**config.mk**
```make
export PLATFORM = sky130hd
export DESIGN_NAME = hb_interp_chain
export DESIGN_NICKNAME = d
export VERILOG_FILES = /design/src/rtl/hbi_pkg.sv /design/src/rtl/hbi_odd_phase.sv /design/src/rtl/hbi_stage.sv /design/src/rtl/hb_interp_chain.sv
export SDC_FILE = /design/constraint.sdc
export NUM_CORES = 2
export LEC_CHECK = 0
export BUFFER_PORTS_ARGS = -buffer_cell sky130_fd_sc_hd__buf_4
export CAP_MARGIN = 5
export CORE_MARGIN = 2
export CORE_UTILIZATION = 65
export CTS_CLUSTER_DIAMETER = 150
export DETAILED_ROUTE_END_ITERATION = 12
export PLACE_DENSITY = 0.85
export REMOVE_ABC_BUFFERS = 1
export SETUP_SLACK_MARGIN = 0.15
export SYNTH_ARGS = -nofsm -noshare
export SYNTH_HDL_FRONTEND = slang
export SYNTH_SLANG_ARGS = --single-unit
```
**constraint.sdc**
```tcl
create_clock -name clk -period 6.6 [get_ports clk]
set_input_delay 0.66 -clock clk [delete_from_list [all_inputs] [get_ports clk]]
set_output_delay 0.66 -clock clk [all_outputs]
set_load 0.03 [all_outputs]
```
**src/rtl/hbi_pkg.sv**
```systemverilog
package hbi_pkg;

    localparam int SAMPLE_W = 16;
    localparam int HB_INNER = 9;
    localparam int HB_OUTER = 1;
    localparam int HB_SHIFT = 4;
    localparam int HB_ROUND = 1 << (HB_SHIFT - 1);
    localparam int ACC_W    = SAMPLE_W + HB_SHIFT + 1;

    typedef logic signed [SAMPLE_W-1:0] word_t;
    typedef logic signed [ACC_W-1:0]    acc_t;

    typedef struct packed {
        word_t i;
        word_t q;
    } iq_t;

    // How many samples a stage holds since the last flush
    typedef enum logic [1:0] {
        FILL_NONE,
        FILL_ONE,
        FILL_PRIMED
    } fill_e;

    function automatic word_t sat_word(input acc_t v);
        acc_t hi;
        acc_t lo;
        word_t r;
        hi = acc_t'((1 << (SAMPLE_W - 1)) - 1);
        lo = ~hi;
        if (v > hi)
            r = word_t'(hi);
        else if (v < lo)
            r = word_t'(lo);
        else
            r = word_t'(v);
        return r;
    endfunction

endpackage

```
**src/rtl/hbi_odd_phase.sv**
```systemverilog
module hbi_odd_phase
    import hbi_pkg::*;
(
    input  word_t x_new,
    input  word_t x_mid_a,
    input  word_t x_mid_b,
    input  word_t x_old,
    output word_t y
);

    acc_t acc;
    acc_t scaled;

    // Odd polyphase branch of the halfband kernel: outer taps -1, inner taps 9, /16
    always_comb begin
        acc = (acc_t'(x_mid_a) + acc_t'(x_mid_b)) * acc_t'(HB_INNER)
            - (acc_t'(x_new) + acc_t'(x_old)) * acc_t'(HB_OUTER)
            + acc_t'(HB_ROUND);
        scaled = acc >>> HB_SHIFT;
        y = sat_word(scaled);
    end

endmodule

```
**src/rtl/hbi_stage.sv**
```systemverilog
module hbi_stage
    import hbi_pkg::*;
#(
    parameter int GAP_W = 2
)
(
    input  logic             clk,
    input  logic             rst,
    input  logic             flush,
    input  logic [GAP_W-1:0] gap,
    input  logic             in_valid,
    input  iq_t              in_s,
    output logic             out_valid,
    output iq_t              out_s
);

    localparam int TAPS = 3;

    iq_t              tap_q [TAPS];
    fill_e            fill_q;
    iq_t              pend_q;
    logic             pend_v;
    logic [GAP_W-1:0] cnt_q;
    iq_t              odd_c;

    hbi_odd_phase u_odd_i (
        .x_new   (in_s.i),
        .x_mid_a (tap_q[0].i),
        .x_mid_b (tap_q[1].i),
        .x_old   (tap_q[2].i),
        .y       (odd_c.i)
    );

    hbi_odd_phase u_odd_q (
        .x_new   (in_s.q),
        .x_mid_a (tap_q[0].q),
        .x_mid_b (tap_q[1].q),
        .x_old   (tap_q[2].q),
        .y       (odd_c.q)
    );

    always_ff @(posedge clk) begin
        if (rst || flush) begin
            for (int k = 0; k < TAPS; k++) tap_q[k] <= '0;
            fill_q    <= FILL_NONE;
            pend_q    <= '0;
            pend_v    <= 1'b0;
            cnt_q     <= '0;
            out_valid <= 1'b0;
            out_s     <= '0;
        end else begin
            out_valid <= 1'b0;
            if (in_valid) begin
                tap_q[0] <= in_s;
                for (int k = 1; k < TAPS; k++) tap_q[k] <= tap_q[k-1];
                if (fill_q == FILL_PRIMED) begin
                    out_s     <= tap_q[1];
                    out_valid <= 1'b1;
                    pend_q    <= odd_c;
                    pend_v    <= 1'b1;
                    cnt_q     <= gap;
                end else begin
                    fill_q <= (fill_q == FILL_NONE) ? FILL_ONE : FILL_PRIMED;
                end
            end else if (pend_v) begin
                if (cnt_q == '0) begin
                    out_s     <= pend_q;
                    out_valid <= 1'b1;
                    pend_v    <= 1'b0;
                end else begin
                    cnt_q <= cnt_q - 1'b1;
                end
            end
        end
    end


    pace_chk: assert property (@(posedge clk) disable iff (rst)
        in_valid |-> !pend_v)
        else $error("input arrived while the odd-phase sample was still pending");


    even_phase_chk: assert property (@(posedge clk) disable iff (rst)
        (in_valid && fill_q == FILL_PRIMED && !flush) |=> (out_valid && out_s == $past(tap_q[1])))
        else $error("even-phase output is not the held input sample");

endmodule

```
**src/rtl/hb_interp_chain.sv**
```systemverilog
module hb_interp_chain
    import hbi_pkg::*;
#(
    parameter int NSTAGE = 3
)
(
    input  logic                          clk,
    input  logic                          rst,
    input  logic [$clog2(NSTAGE+1)-1:0]   rate_sel,
    input  logic                          in_valid,
    input  logic signed [SAMPLE_W-1:0]    in_i,
    input  logic signed [SAMPLE_W-1:0]    in_q,
    output logic                          out_valid,
    output logic signed [SAMPLE_W-1:0]    out_i,
    output logic signed [SAMPLE_W-1:0]    out_q
);

    localparam int MW = $clog2(NSTAGE + 1);
    localparam int GW = (NSTAGE > 1) ? NSTAGE - 1 : 1;

    logic [MW-1:0]     rate_q;
    logic              flush;
    iq_t               in_s;
    iq_t               byp_s;
    logic              byp_v;
    iq_t               st_s [NSTAGE];
    logic [NSTAGE-1:0] st_v;
    logic [MW-1:0]     pick;

    assign flush  = (rate_sel != rate_q);
    assign in_s.i = in_i;
    assign in_s.q = in_q;

    always_ff @(posedge clk) begin
        rate_q <= rate_sel;
    end

    always_ff @(posedge clk) begin
        if (rst || flush) begin
            byp_v <= 1'b0;
            byp_s <= '0;
        end else begin
            byp_v <= in_valid && (rate_q == '0);
            byp_s <= in_s;
        end
    end

    for (genvar k = 0; k < NSTAGE; k++) begin : g_stage
        logic          feed_v;
        iq_t           feed_s;
        logic [GW-1:0] gap;

        if (k == 0) begin : g_head
            assign feed_v = in_valid && (rate_q != '0);
            assign feed_s = in_s;
        end else begin : g_tail
            assign feed_v = st_v[k-1] && (int'(rate_q) > k);
            assign feed_s = st_s[k-1];
        end

        // Output spacing of this stage in the current mode, minus one
        always_comb begin
            if (int'(rate_q) > k)
                gap = GW'((1 << (int'(rate_q) - k - 1)) - 1);
            else
                gap = '0;
        end

        hbi_stage #(.GAP_W(GW)) u_stage (
            .clk       (clk),
            .rst       (rst),
            .flush     (flush),
            .gap       (gap),
            .in_valid  (feed_v),
            .in_s      (feed_s),
            .out_valid (st_v[k]),
            .out_s     (st_s[k])
        );
    end

    assign pick = rate_q - 1'b1;

    always_comb begin
        if (rate_q == '0) begin
            out_valid = byp_v;
            out_i     = byp_s.i;
            out_q     = byp_s.q;
        end else begin
            out_valid = st_v[pick];
            out_i     = st_s[pick].i;
            out_q     = st_s[pick].q;
        end
    end


    flush_quiet_chk: assert property (@(posedge clk) disable iff (rst)
        flush |=> !out_valid)
        else $error("output valid after a rate change");


    bypass_pass_chk: assert property (@(posedge clk) disable iff (rst)
        (!flush && rate_q == '0 && in_valid) |=>
            (out_valid && out_i == $past(in_i) && out_q == $past(in_q)))
        else $error("bypass did not pass the sample through");

endmodule

```
### After elaboration in Yosys (flattened, before gate mapping)

Memory sizes are Yosys's and may differ from the RTL's.
Cells that the tools add are included.

| storage, ports and cells | value |
|---|---|
| latch bits | 0 |
| input port bits | 37 |
| memory bits (read-only) | 0 |
| logic and storage cells | 240 |
| register bits | 245 |
| RAM bits | 288 |
| memories kept | 3 |

| operators by class | value |
|---|---|
| add/sub/neg operators | 35 |
| reductions and logical operators | 31 |
| $lt $le $gt $ge | 17 |
| divide/modulo/power cells | 0 |
| shift operators | 3 |
| $mul | 6 |
| bitwise gates (word level) | 13 |
| multiplexer cells | 94 |
| equality and inequality tests | 10 |

Memories:

| memory | depth | width | read ports | clocked after Yosys merged registers in | wr ports | line | source |
|---|---|---|---|---|---|---|---|
| g_stage[0].u_stage.tap_q | 3 | 32 | 3 | 0 | 3 | hbi_stage.sv:19 | `iq_t tap_q [TAPS];` |
| g_stage[1].u_stage.tap_q | 3 | 32 | 3 | 0 | 3 | hbi_stage.sv:19 |  |
| g_stage[2].u_stage.tap_q | 3 | 32 | 3 | 0 | 3 | hbi_stage.sv:19 |  |

Operator list:

| cell | count |
|---|---|
| 32-bit two-way mux | 23 |
| 16-bit two-way mux | 14 |
| 16-bit by 16-bit adder with 17-bit output | 12 |
| 21-bit by 5-bit adder with 21-bit output (second input constant) | 6 |
| 21-bit by 5-bit multiplier with 21-bit output (second input constant) | 6 |
| 21-bit by 17-bit subtractor with 21-bit output | 6 |
| 17-bit by 16-bit greater-than comparator with 1-bit output (second input constant) | 6 |
| 17-bit by 16-bit < comparator with 1-bit output (second input constant) | 6 |
| 1-bit by 32-bit << shifter with 2-bit output (first input constant) | 3 |
| 32-bit binary-select mux with 2-bit select | 1 |
| 1-bit two-way mux | 37 |
| 2-bit two-way mux | 18 |
| 3-bit AND reduction | 6 |
| 2-bit zero test | 7 |
| 2-bit nonzero test | 7 |
| 2-bit AND reduction | 6 |
| 1-bit bitwise OR | 9 |
| 2-bit by 1-bit subtractor with 2-bit output (second input constant) | 4 |
| 3-bit by 2-bit subtractor with 4-bit output (second input constant) | 2 |
| 2-bit == test (second input constant) | 3 |
| 2-bit by 1-bit != test with 1-bit output (second input constant) | 3 |
| 2-bit != test (second input constant) | 3 |
| 2-bit subtractor (second input constant) | 3 |
| 2-bit by 1-bit greater-than comparator with 1-bit output (second input constant) | 2 |
| other kinds (11) | 16 |

### Logic depth before layout (Yosys ltp)

| depth | value |
|---|---|
| depth after elaboration | 7 |
| mapped depth | 29 |
| mapped depth without buffers | 28 |

### Cells and area by module

From an unflattened synthesis, not the netlist that was laid out.

| unflattened totals | value |
|---|---|
| cell total of the unflattened synthesis | 4,269 |
| area total of the unflattened synthesis | 41,915.2 µm² |

By module, submodules not included:

| module | cells each | area an instance (µm²) | instances |
|---|---|---|---|
| hbi_stage | 537 | 6,585.1 | 3 |
| hbi_odd_phase at g_stage[1].u_stage.u_odd_i | 444 | 3,542.1 | 1 |
| hbi_odd_phase at g_stage[1].u_stage.u_odd_q | 407 | 3,295.7 | 1 |
| hbi_odd_phase at g_stage[2].u_stage.u_odd_q | 407 | 3,290.7 | 1 |
| hbi_odd_phase at g_stage[2].u_stage.u_odd_i | 408 | 3,226.8 | 1 |
| hbi_odd_phase at g_stage[0].u_stage.u_odd_q | 383 | 3,225.6 | 1 |
| hbi_odd_phase at g_stage[0].u_stage.u_odd_i | 390 | 3,221.8 | 1 |
| hb_interp_chain | 219 | 2,357.3 | 1 |

### Worst setup path before layout

OpenSTA, ideal clock, no wires.

| timing | value |
|---|---|
| path type | register -> register |
| start point | memory g_stage[0].u_stage.tap_q[0][0] in the netlist's numbering |
| end point | register g_stage[0].u_stage.pend_q[10] in the netlist's numbering |
| stages on the path, launching flop included | 30 |
| data required time | 6.509 ns |
| library setup time | 0.091 ns |
| arrival time | 5.892 ns |
| slack | 0.617 ns |
| cells stage by stage | edfxtp_1 ha_1 inv_1 fa_1 nor2b_2 o21ai_1 a21oi_2 o31ai_2 o21bai_1 a21o_1 a21o_1 a21o_1 mux2i_1 or4_1 ha_1 inv_1 fa_1 inv_1 ha_1 ha_1 nand4_1 nor2_1 a31oi_1 a21oi_1 o311ai_1 o211ai_1 xnor2_4 nand2_2 buf_6 a311oi_1 |

RTL lines:

| what | line | source |
|---|---|---|
| start: declaration | hbi_stage.sv:19 |  |
| end signal: assignment | hbi_stage.sv:46 | `pend_q <= '0;` |
| end signal: assignment | hbi_stage.sv:59 | `pend_q <= odd_c;` |
| end: declaration | hbi_stage.sv:21 | `iq_t pend_q;` |

==> results.sh <==
export IMPL_htree_levels=2
export IMPL_core_um2=60500
export IMPL_num_vias=31000
export IMPL_skew_ps=15.6
export IMPL_yosysSeqAreaShare_pct=34.0
export IMPL_place_area_um2=40900
export IMPL_cts_buffers=57
export IMPL_dieArea_um2=63300
export IMPL_rows=90
export IMPL_ios=70
export IMPL_synth_fa_ha_area_share_pct=23.0
export IMPL_grt_overflow=0
export IMPL_finalCriticalPeriod_ps=6190
export IMPL_irDropWorstVdd_v=0.000505
export IMPL_clock_sinks=533
export IMPL_hold_path_class="in -> reg"
export IMPL_routed_wl_mm=93.8
export IMPL_endpoint_kind="flop"
export IMPL_power_frac_comb_pct=51.6
export IMPL_synth_compound_area_share_pct=14.6
export IMPL_slowest_delay_ps=540
export IMPL_clkLatencyLatePin_ps=620
export IMPL_layout_drive_gt1_share_pct=8.76
export IMPL_die_y_um=252
export IMPL_cts_tree="done"
export IMPL_grt_pass1_vias=29800
export IMPL_wl_per_cell_um=18.5
export IMPL_fin_util_pct=71.1
export IMPL_fillers=4109
export IMPL_powerDensity_nw_per_um2=333
export IMPL_final_nets=4924
export IMPL_globalplace_congestion=0.913
export IMPL_stdcell_count=5074
export IMPL_synthToLayoutAreaGrowth_pct=7.97
export IMPL_synth_xor_area_share_pct=5.75
export IMPL_status="completed"
export IMPL_syn_area_um2=39800
export IMPL_cp_arrival_ps=6730
export IMPL_total_power_uw=14300
export IMPL_synth_cells=4253
export IMPL_synth_top_flop_cell="edfxtp_1"
export IMPL_fp_dieW_um=252
export IMPL_synth_edff_count=288
export IMPL_leakage_uw=0.0191
export IMPL_dp_cells=4957
export IMPL_crit_required_ps=7140
export IMPL_start_util_pct=65.9
export IMPL_ys_warn_count=0
export IMPL_seq_power_share_pct=25.6
export IMPL_drc_errors=0
export IMPL_ant_nets=0
export IMPL_ys_ff_latch=533
export IMPL_synth_top_family_by_area="adder cells"
export IMPL_avgSynthCellArea_um2=9.36
export IMPL_max_clock_freq_mhz=162
export IMPL_rsz0062_at_grt="no"
export IMPL_cts_reportedPaths_clkPinSlew_ps=70
export IMPL_root_buffer="clkbuf_16"
export IMPL_design_area_um2=43000
export IMPL_max_cap_violations=0
export IMPL_setup_viol=0
export IMPL_post_route_period_util_pct=93.8
export IMPL_drtPass1Iterations=6
export IMPL_path_max_fanout=6
export IMPL_grt_max_degree=119
export IMPL_crit_slowest_cell="or4_1"
export IMPL_synth_area_mux_share_pct=1.18
export IMPL_power_switching_uw=5790
export IMPL_path_class="reg -> reg"
export IMPL_diodes=0
export IMPL_dp_hpwl_mm=68.5
export IMPL_finalHoldViolCount=0
export IMPL_worstMarginPinSlew_ps=1180
export IMPL_worstSetupStartpointType="flop"
export IMPL_slew_viol_final=0
export IMPL_async_flop_share_pct=0
export IMPL_ys_types=106
export IMPL_grt_pass1_wl_mm=151
export IMPL_antenna_found_initial=0
export IMPL_viasPerCell=6.12
export IMPL_dr_first_iter_drc_count=2498
export IMPL_cts_buffer_depth=3
export IMPL_port_buffers=69
export IMPL_grt_total_usage_pct=29.3
export IMPL_p_int_uw=8530
export IMPL_switching_share_pct=40.4
export IMPL_slew_headroom_pct=21.0
export IMPL_clockPowerShare_pct=22.9
export IMPL_synth_simple_area_share_pct=14.5
worst max-delay path: cells and delay by family, from the launching register on:
family | cells | cell delay (ps)
flip-flops | 1 | 400
AO/OA/AOI/OAI | 13 | 2180
adder cells (fa/ha/maj) | 6 | 1860
multiplexers | 1 | 140
AND/OR/NAND/NOR | 4 | 780
XOR/XNOR | 1 | 350
buffers and inverters | 4 | 380
metrics by stage:
stage                     hold slack [ps]   TNS, ps  worst slack (ps)
after floorplan                       425  -2359170             -6600
after global placement                444         0               354
after detailed placement              462         0               168
after CTS                             136         0               180
after global routing                  141         0               125
final                                 159         0               411
layer usage:
metal  GRT usage [%]  share of wire [%]  vias up
li1                -                  -    14800
met3            4.42                8.3      138
met4            6.82                2.1        0
met5               0                  0        -
met2            48.7                 47     1133
met1            40.5                 43    14900
placed cells by master (no fill, tap or decap), drive strengths merged, types with 17 or more instances in the layout:
cell type,count
buf,110
a31oi,24
o21ai,137
o21bai,18
o211ai,27
nand2,298
nor2,417
a211oi,36
nor2b,40
a221oi,39
edfxtp,288
nand3,76
a21o,86
o22ai,17
nor3,150
mux2,36
o21a,33
and2,17
nand2b,24
xnor2,143
fa,126
ha,518
and3,130
a311oi,110
inv,543
a21oi,217
dfxtp,245
clkbuf,78
xor2,113
timing repair:
action / CTS / global route
buffers inserted: 1 / 6
pin swaps: 2 / 9
cloned: 0 / 2
endpoints found under the setup margin: 7 / 52
hold buffers: 0 / 0
resized for setup: 2 / 17
power by group through the flow:
| stage | clock network [uW] | registers, uW | logic, uW |
|---|---|---|---|
| 6_report | 3280 | 3660 | 7380 |
| 5_1_grt | 3410 | 3670 | 8220 |
| 4_1_cts | 3300 | 3660 | 7160 |
| 3_5_place_dp | 0 | 3730 | 7030 |
| 3_3_place_gp | 0 | 3720 | 6840 |
| 2_1_floorplan | 0 | 3720 | 5610 |
cells in the mapped netlist, drive strengths merged (110+ instances only):
master	number	share of area [%]
nand2	297	2.8
ha	518	16
dfxtp	245	12
nor2	417	3.9
clkbuf	164	1.5
xor2	113	2.5
edfxtp	288	22
and3	130	2.1
inv	533	5.0
o21ai	137	1.7
a21oi	217	2.8
nor3	150	1.9
a311oi	110	2.5
fa	126	6.3
xnor2	143	3.3
logic make-up (layout without fill, tap and decap cells):
| group | Yosys count | count (layout) |
|---|---|---|
| buf+inv | 714 | 751 |
| flops | 533 | 533 |
| compound gates | 814 | 815 |
| simple gates | 1236 | 1237 |
| mux | 42 | 42 |
| xor+xnor | 256 | 256 |
| fa+ha+maj | 658 | 658 |
sequential cells by signal (all words and copies together), names as in the netlist:
signal / count
g_stage.u_stage.out_s: 96
byp_v: 1
g_stage.u_stage.fill_q: 6
g_stage.u_stage.pend_v: 3
byp_s: 32
g_stage.u_stage.pend_q: 96
g_stage.u_stage.out_valid: 3
rate_q: 2
g_stage.u_stage.tap_q: 288
g_stage.u_stage.cnt_q: 6
worst paths after layout:
| path | start | endpoint | slack (ps) | cells past startpoint |
|---|---|---|---|---|
| worst max-delay path | g_stage[0].u_stage.tap_q[0][0] | g_stage[0].u_stage.pend_q[12] | 410 | 29 |
| worst min-delay path | rate_sel[0] | rate_q[0] | 160 | 1 |
| worst max register to register | g_stage[0].u_stage.tap_q[0][0] | g_stage[0].u_stage.pend_q[12] | 410 | 29 |
| worst min register to register | g_stage[2].u_stage.pend_q[15] | g_stage[2].u_stage.pend_q[15] | 470 | 2 |
layout make-up:
class	instances	area (um^2)	share of cell area, %
Multi-Input combinational cell	3008	23700	55.2
Clock inverter	30	285	0.663
Clock buffer	78	1620	3.77
Timing Repair Buffer	110	842	1.96
Sequential cell	533	13600	31.5
Tap cell	782	978	2.28
Inverter	533	2000	4.65
Note: power is estimated with default switching activity, not from simulation.
